**src/rtl/pic_pkg.sv**
```systemverilog
`timescale 1ns/1ps
package pic_pkg;
  parameter int PIC_LINES = 8;
  parameter int PIC_DW    = 8;
  localparam int PIC_IW   = $clog2(PIC_LINES);

  typedef logic [PIC_IW-1:0]    line_t;
  typedef logic [PIC_LINES-1:0] lvec_t;
  typedef logic [PIC_DW-1:0]    byte_t;

  typedef enum logic [1:0] {ST_RUN, ST_BASE, ST_CASC, ST_MODE} init_st_t;

  typedef struct packed {
    logic  found;
    line_t idx;
  } pick_t;

  // rank 0 is the highest priority: the line just after the lowest one
  function automatic line_t rank_of(line_t idx, line_t lowest);
    return line_t'(idx - lowest - line_t'(1));
  endfunction

  // highest-priority set bit of v under the given lowest line
  function automatic pick_t pick_top(lvec_t v, line_t lowest);
    pick_t r;
    r = '0;
    for (int k = PIC_LINES - 1; k >= 0; k--) begin
      line_t ln;
      ln = line_t'(lowest + line_t'(k + 1));
      if (v[ln]) r = {1'b1, ln};
    end
    return r;
  endfunction

  function automatic byte_t vec_of(byte_t base, line_t idx);
    return byte_t'(base + byte_t'(idx));
  endfunction

  function automatic lvec_t onehot_of(line_t idx);
    return lvec_t'(1) << idx;
  endfunction
endpackage

```
**src/rtl/pic_cfg.sv**
```systemverilog
`timescale 1ns/1ps
module pic_cfg
  import pic_pkg::*;
(
  input  logic  clk,
  input  logic  rst_n,
  input  logic  wr_en,
  input  logic  addr,
  input  byte_t wdata,
  input  logic  role_master,
  input  pick_t isr_top,
  output byte_t base,
  output byte_t casc_word,
  output lvec_t mask,
  output logic  rsel_isr,
  output logic  level_mode,
  output logic  aeoi,
  output line_t lowest,
  output logic  init_pulse,
  output lvec_t isr_clr,
  output logic  nseoi_cmd
);
  init_st_t st;
  logic  need_mode, single;
  logic  wr_cmd, wr_dat, rsel_cmd, ocw_cmd, eoi_hit, rot_load;
  line_t lvl, eoi_idx, rot_idx;

  always_comb begin
    wr_cmd     = wr_en & ~addr;
    wr_dat     = wr_en & addr;
    lvl        = wdata[PIC_IW-1:0];
    init_pulse = wr_cmd & wdata[4];
    rsel_cmd   = wr_cmd & (wdata[4:3] == 2'b01);
    ocw_cmd    = wr_cmd & (wdata[4:3] == 2'b00);
    eoi_idx    = wdata[6] ? lvl : isr_top.idx;
    eoi_hit    = ocw_cmd & wdata[5] & (wdata[6] | isr_top.found);
    isr_clr    = eoi_hit ? onehot_of(eoi_idx) : '0;
    nseoi_cmd  = ocw_cmd & wdata[5] & ~wdata[6];
    rot_load   = ocw_cmd & wdata[7] & (eoi_hit | (wdata[6] & ~wdata[5]));
    rot_idx    = wdata[5] ? eoi_idx : lvl;
  end

  always_ff @(posedge clk or negedge rst_n) begin
    if (!rst_n) begin
      st         <= ST_RUN;
      need_mode  <= 1'b0;
      single     <= 1'b0;
      level_mode <= 1'b0;
      aeoi       <= 1'b0;
      rsel_isr   <= 1'b0;
      lowest     <= '1;
      mask       <= '1;
      base       <= '0;
      casc_word  <= '0;
    end else if (init_pulse) begin
      st         <= ST_BASE;
      need_mode  <= wdata[0];
      single     <= wdata[1];
      level_mode <= wdata[3];
      aeoi       <= 1'b0;
      rsel_isr   <= 1'b0;
      lowest     <= '1;
      mask       <= '0;
    end else if (wr_cmd) begin
      if (rsel_cmd && wdata[1]) rsel_isr <= wdata[0];
      if (rot_load) lowest <= rot_idx;
    end else if (wr_dat) begin
      case (st)
        ST_RUN:  mask <= lvec_t'(wdata);
        ST_BASE: begin
          base <= wdata;
          if (!single)       st <= ST_CASC;
          else if (need_mode) st <= ST_MODE;
          else               st <= ST_RUN;
        end
        ST_CASC: begin
          casc_word <= role_master ? wdata : byte_t'(lvl);
          st <= need_mode ? ST_MODE : ST_RUN;
        end
        default: begin
          aeoi <= wdata[1];
          st   <= ST_RUN;
        end
      endcase
    end
  end
endmodule

```
**src/rtl/pic_req.sv**
```systemverilog
`timescale 1ns/1ps
module pic_req
  import pic_pkg::*;
(
  input  logic  clk,
  input  logic  rst_n,
  input  lvec_t irq_in,
  input  logic  level_mode,
  input  logic  init_pulse,
  input  lvec_t ack_clr,
  output lvec_t irr
);
  lvec_t prev, edge_lat, rise;

  assign rise = irq_in & ~prev;

  always_ff @(posedge clk or negedge rst_n) begin
    if (!rst_n) begin
      prev     <= '0;
      edge_lat <= '0;
    end else begin
      prev <= irq_in;
      if (init_pulse) edge_lat <= '0;
      else            edge_lat <= (edge_lat & ~ack_clr) | rise;
    end
  end

  assign irr = level_mode ? irq_in : edge_lat;
endmodule

```
**src/rtl/pic_isr.sv**
```systemverilog
`timescale 1ns/1ps
module pic_isr
  import pic_pkg::*;
(
  input  logic  clk,
  input  logic  rst_n,
  input  logic  init_pulse,
  input  lvec_t set_vec,
  input  lvec_t clr_vec,
  output lvec_t isr
);
  always_ff @(posedge clk or negedge rst_n) begin
    if (!rst_n)          isr <= '0;
    else if (init_pulse) isr <= '0;
    else                 isr <= (isr | set_vec) & ~clr_vec;
  end
endmodule

```
**src/rtl/pic_resolve.sv**
```systemverilog
`timescale 1ns/1ps
module pic_resolve
  import pic_pkg::*;
(
  input  lvec_t irr,
  input  lvec_t mask,
  input  lvec_t isr,
  input  line_t lowest,
  output pick_t req_top,
  output pick_t isr_top,
  output lvec_t grant,
  output logic  int_req
);
  always_comb begin
    req_top = pick_top(irr & ~mask, lowest);
    isr_top = pick_top(isr, lowest);
    int_req = req_top.found &&
              (!isr_top.found ||
               (rank_of(req_top.idx, lowest) < rank_of(isr_top.idx, lowest)));
    grant   = int_req ? onehot_of(req_top.idx) : '0;
  end
endmodule

```
**src/rtl/pic_ctrl.sv**
```systemverilog
`timescale 1ns/1ps
module pic_ctrl
  import pic_pkg::*;
(
  input  logic        clk,
  input  logic        rst_n,
  input  logic        wr_en,
  input  logic        addr,
  input  logic [7:0]  wdata,
  output logic [7:0]  rdata,
  input  logic        role_master,
  input  logic [7:0]  irq_in,
  output logic        int_out,
  input  logic        ack,
  output logic [7:0]  vec_out,
  output logic [7:0]  casc_word
);
  byte_t base;
  lvec_t mask, irr, isr, grant, isr_clr, isr_set, ack_clr;
  logic  rsel_isr, level_mode, aeoi, init_pulse, nseoi_cmd, ack_fire;
  line_t lowest;
  pick_t req_top, isr_top;

  pic_cfg u_cfg (
    .clk(clk), .rst_n(rst_n), .wr_en(wr_en), .addr(addr), .wdata(wdata),
    .role_master(role_master), .isr_top(isr_top), .base(base),
    .casc_word(casc_word), .mask(mask), .rsel_isr(rsel_isr),
    .level_mode(level_mode), .aeoi(aeoi), .lowest(lowest),
    .init_pulse(init_pulse), .isr_clr(isr_clr), .nseoi_cmd(nseoi_cmd)
  );

  pic_req u_req (
    .clk(clk), .rst_n(rst_n), .irq_in(irq_in), .level_mode(level_mode),
    .init_pulse(init_pulse), .ack_clr(ack_clr), .irr(irr)
  );

  pic_isr u_isr (
    .clk(clk), .rst_n(rst_n), .init_pulse(init_pulse),
    .set_vec(isr_set), .clr_vec(isr_clr), .isr(isr)
  );

  pic_resolve u_res (
    .irr(irr), .mask(mask), .isr(isr), .lowest(lowest),
    .req_top(req_top), .isr_top(isr_top), .grant(grant), .int_req(int_out)
  );

  always_comb begin
    ack_fire = ack & int_out;
    ack_clr  = ack_fire ? grant : '0;
    isr_set  = (ack_fire && !aeoi) ? grant : '0;
    vec_out  = ack_fire ? vec_of(base, req_top.idx) : '0;
    rdata    = addr ? byte_t'(mask) : byte_t'(rsel_isr ? isr : irr);
  end
endmodule

```
**config.mk**
```make
export PLATFORM = sky130hd
export DESIGN_NAME = pic_ctrl
export DESIGN_NICKNAME = d
export VERILOG_FILES = /design/src/rtl/pic_pkg.sv /design/src/rtl/pic_cfg.sv /design/src/rtl/pic_req.sv /design/src/rtl/pic_isr.sv /design/src/rtl/pic_resolve.sv /design/src/rtl/pic_ctrl.sv
export SDC_FILE = /design/constraint.sdc
export NUM_CORES = 1
export LEC_CHECK = 0
export BUFFER_PORTS_ARGS = -buffer_cell sky130_fd_sc_hd__buf_2
export CAP_MARGIN = 20
export CORE_ASPECT_RATIO = 0.6
export CORE_MARGIN = 8
export CORE_UTILIZATION = 56
export CTS_BUF_LIST = sky130_fd_sc_hd__clkbuf_2
export CTS_CLUSTER_SIZE = 10
export DETAILED_ROUTE_END_ITERATION = 6
export GPL_TIMING_DRIVEN = 0
export PLACE_DENSITY = 0.79
export SYNTH_ARGS = -nofsm -noshare
export SYNTH_HDL_FRONTEND = slang
export SYNTH_SLANG_ARGS = --single-unit
```
**constraint.sdc**
```tcl
create_clock -name clk -period 6.45 [get_ports clk]
set_input_delay 1.29 -clock clk [delete_from_list [all_inputs] [get_ports clk]]
set_output_delay 1.29 -clock clk [all_outputs]
set_load 0.02 [all_outputs]
```
==> flow_metrics.py <==
metrics = {
    "run_status": {
        "status": "finished, violations left",
        "violations": "design-rule violations, negative setup slack",
    },
    "setup_path": {
        "critPathArrivalTime_ns": 5.45,
        "cp_common_cell": "a21o_1",
        "cp-start-kind": "register",
        "r2r_start": "u_cfg.lowest[1]$_DFFE_PN1P_",
        "reg2reg_depth": 17,
        "worstPathRequired_ns": 5.16,
        "crit_family": "simple AND/OR/NAND/NOR gates",
        "crit_path_max_fanout": 5,
        "slowest_stage": "xnor2_1",
        "max_stage_delay_ns": 0.81,
        "path_class": "reg -> out",
        "rr_endpoint": "u_isr.isr[6]$_DFF_PN0_",
        "r2r_slack_ns": 0.79,
        "path_cells": "buf_4 -> ha_1 -> xnor2_1 -> mux2i_4 -> or3b_1 -> or4_4 -> o211ai_4 -> fa_1 -> inv_2 -> ha_4 -> a21o_1 -> a21o_1 -> a32oi_4 -> nand2_4 -> buf_12 -> nor2_4 -> buf_6",
        "cp-end-kind": "output pin",
        "critPathBufInv": 4,
    },
    "cells_and_area": {
        "mostFrequentLayoutCell": "nand2_1",
        "final_cell_mix": "nand2_1 (58), dfrtp_1 (47), buf_2 (41)",
        "ff_latch_area_um2": 1470,
        "layout-drive-gt1-share_pct": 38.0,
        "nets": 689,
        "fillers": 649,
        "diodes": 0,
        "multiInputGateArea_um2": 3900,
        "area_growth_pct": 28.7,
    },
    "synth": {
        "synth_edf_count": 0,
        "ys_seq_area_share_pct": 28.7,
        "yosys-top-cells-area": "dfrtp_1 (23%), mux4_2 (8.4%), mux2_2 (6.4%)",
        "synthArstFlopShare_pct": 100,
        "ys_types": 74,
        "yosysWarnings": 0,
        "postSynthCellCount": 558,
        "synthesis.nets": 596,
        "synth_top_area_share_pct": 23.1,
        "ys_ff_latch": 58,
        "synth.cell_area_um2": 5100,
        "syn_area_per_cell_um2": 9.14,
        "yosysTopAreaCell": "dfrtp_1",
        "synth_ff_type": "dfrtp_1",
    },
    "timing": {
        "slew_headroom_pct": 31.7,
        "skew_ns": 0.0245,
        "final.setup.worst_slack_ns": -0.293,
        "max_freq_ghz": 0.148,
        "finalCriticalPeriod_ns": 6.74,
        "hold_viol": 0,
        "fin_setup_tns_ns": -1.99,
        "min_period_over_period_pct": 105,
        "rsz0062_at_grt": "yes",
        "tightest_slew_ns": 1.02,
        "final-setup-viol-count": 9,
        "slew_violations": 0,
    },
    "hold_path": {
        "hp-class": "reg -> reg",
        "holdCritStartpoint": "u_cfg.casc_word[6]$_DFFE_PN0P_",
        "hold_end": "u_cfg.casc_word[6]$_DFFE_PN0P_",
        "min_path_cells": 2,
    },
    "grt": {
        "grt_pass1_wl_um": 29100,
        "grtUsageTotal_pct": 29.4,
        "grt_start_max_net_pins": 43,
        "grt_antenna_before_repair": 0,
        "grt-ovfl-total": 0,
        "grt_pass1_vias": 5209,
    },
    "clocking": {
        "cts_sinks": 58,
        "clk_path_buf_depth": 2,
        "cts-root-buf": "clkbuf_2",
        "clk_pin_slew_ns": 0.18,
        "cts.htree.levels": 3,
        "numCtsBuffers": 9,
        "tritoncts": "done",
        "worst_skew_pair.late_latency_ns": 0.52,
    },
    "floorplan": {
        "row_count": 27,
        "die_x_um": 139,
        "ioPinCount": 47,
        "die_h_um": 89.9,
        "die_area_um2": 12500,
        "start_util_pct": 56.5,
        "core_area_um2": 9020,
    },
    "drt": {
        "drc": 3,
        "drtPass1Iterations": 7,
        "ant_nets": 0,
        "avgViaCountPerCell": 6.96,
        "drt_wl_total_um": 18700,
        "num_vias": 5374,
        "drt_iter0_drc": 834,
        "wl_per_cell_um": 24.2,
    },
    "placement": {
        "dpl.hpwl_um": 12700,
        "globalplace.congestion": 0.975,
        "io_buffers": 45,
        "dp_slack_ns": -0.974,
    },
    "run": {
        "drv_cap": 0,
    },
}
[layout make-up]
type / instances / area share (%)
flip-flops and latches: 58 / 22.3
multi-input cells: 444 / 59.4
inverters: 19 / 1.39
well taps: 116 / 2.21
clock inverters: 4 / 0.286
clock buffers: 12 / 0.916
plain buffers: 34 / 3.57
repair buffers: 85 / 9.84
[worst register-to-register path, delay by kind of cell, from the launching register on]
kind / cells / cell delay (ns)
xor gates and xnor gates: 1 / 0.81
AOI/OAI and AO/OA: 5 / 0.92
adders and majority gates: 3 / 0.90
muxes: 1 / 0.39
and+or+nand+nor: 4 / 1.69
DFF: 1 / 0.43
buffers and inverters: 3 / 0.43
[cell usage after synthesis (3+ instances only)]
| library cell | n |
|---|---|
| a21o_1 | 11 |
| a21oi_1 | 26 |
| dfstp_2 | 11 |
| a22oi_1 | 12 |
| o22ai_1 | 4 |
| xnor2_1 | 7 |
| nor2_1 | 42 |
| nand3_1 | 13 |
| inv_1 | 17 |
| o2111ai_1 | 3 |
| ha_1 | 13 |
| a22o_1 | 9 |
| buf_2 | 7 |
| mux4_2 | 19 |
| o32a_1 | 4 |
| nand4b_1 | 3 |
| dfrtp_1 | 47 |
| o21ai_0 | 28 |
| nor3_1 | 16 |
| mux2i_1 | 19 |
| nand4_1 | 3 |
| fa_1 | 3 |
| a211oi_1 | 6 |
| or4_1 | 4 |
| nand2_1 | 63 |
| clkbuf_1 | 23 |
| mux2_4 | 4 |
| and2_1 | 6 |
| mux2_2 | 29 |
| buf_6 | 3 |
| a2bb2oi_1 | 3 |
| or2_2 | 4 |
| nand2b_1 | 16 |
| xor2_1 | 8 |
| a32oi_1 | 3 |
| o32ai_1 | 10 |
| nor2b_1 | 9 |
[worst max path at each step]
stage	cells after the start	start	to
6_report	17	u_cfg.lowest[1]$_DFFE_PN1P_	vec_out[6]
5_1_grt	20	u_cfg.lowest[0]$_DFFE_PN1P_	vec_out[6]
4_1_cts	23	u_cfg.lowest[0]$_DFFE_PN1P_	vec_out[2]
3_5_place_dp	24	u_cfg.lowest[0]$_DFFE_PN1P_	vec_out[2]
3_3_place_gp	23	u_cfg.lowest[0]$_DFFE_PN1P_	vec_out[2]
2_1_floorplan	22	u_cfg.lowest[0]$_DFFE_PN1P_	vec_out[2]
[stage by stage]
stage | hold WS, ns | instances | utilization (%) | cell area (um2)
3_3_place_gp | 0.458 | 719 | 62.3 | 5620
5_1_grt | 0.524 | 772 | 72.7 | 6560
2_1_floorplan | 0.469 | 558 | - | 5250
3_5_place_dp | 0.473 | 720 | 62.6 | 5640
6_report | 0.503 | 772 | 72.7 | 6560
4_1_cts | 0.503 | 768 | 71.4 | 6440
[kinds of logic after synthesis]
family / after synthesis / synth area share, %
and+or+nand+nor: 190 / 18.0
adders and majority gates: 16 / 4.37
muxes: 73 / 20.3
xor gates and xnor gates: 15 / 2.58
AOI/OAI and AO/OA: 150 / 21.2
buffers and inverters: 56 / 4.88
DFF: 58 / 28.7
[sequential cells by signal, summed over array words and instances (netlist names)]
register and flops:
u_cfg.lowest 3, u_cfg.rsel_isr 1, u_cfg.base 8, u_req.prev 8, u_req.edge_lat 8, u_cfg.aeoi 1
u_cfg.st 2, u_cfg.mask 8, u_isr.isr 8, u_cfg.level_mode 1, u_cfg.need_mode 1, u_cfg.single 1
u_cfg.casc_word 8
[what timing repair did]
item | CTS | global route
hold buffers | 0 | 0
buffers inserted | 31 | 6
pin swaps | 31 | 22
endpoints found under the setup margin | 12 | 9
hold endpoints to repair | 0 | 0
gates resized for setup | 85 | 20
cloned | 2 | 0
[metal layers]
metal  track usage, %  part of all wire [%]  up-vias
li1                 -                     -     2272
met1             39.9                    41     2647
met2             42.9                    43      405
met3             11.3                    14       50
met4             8.08                   2.4        0
met5                0                     0        -
Power is not shown: default switching activity piles up to over one toggle a cycle in this logic, so the estimate is an artifact.
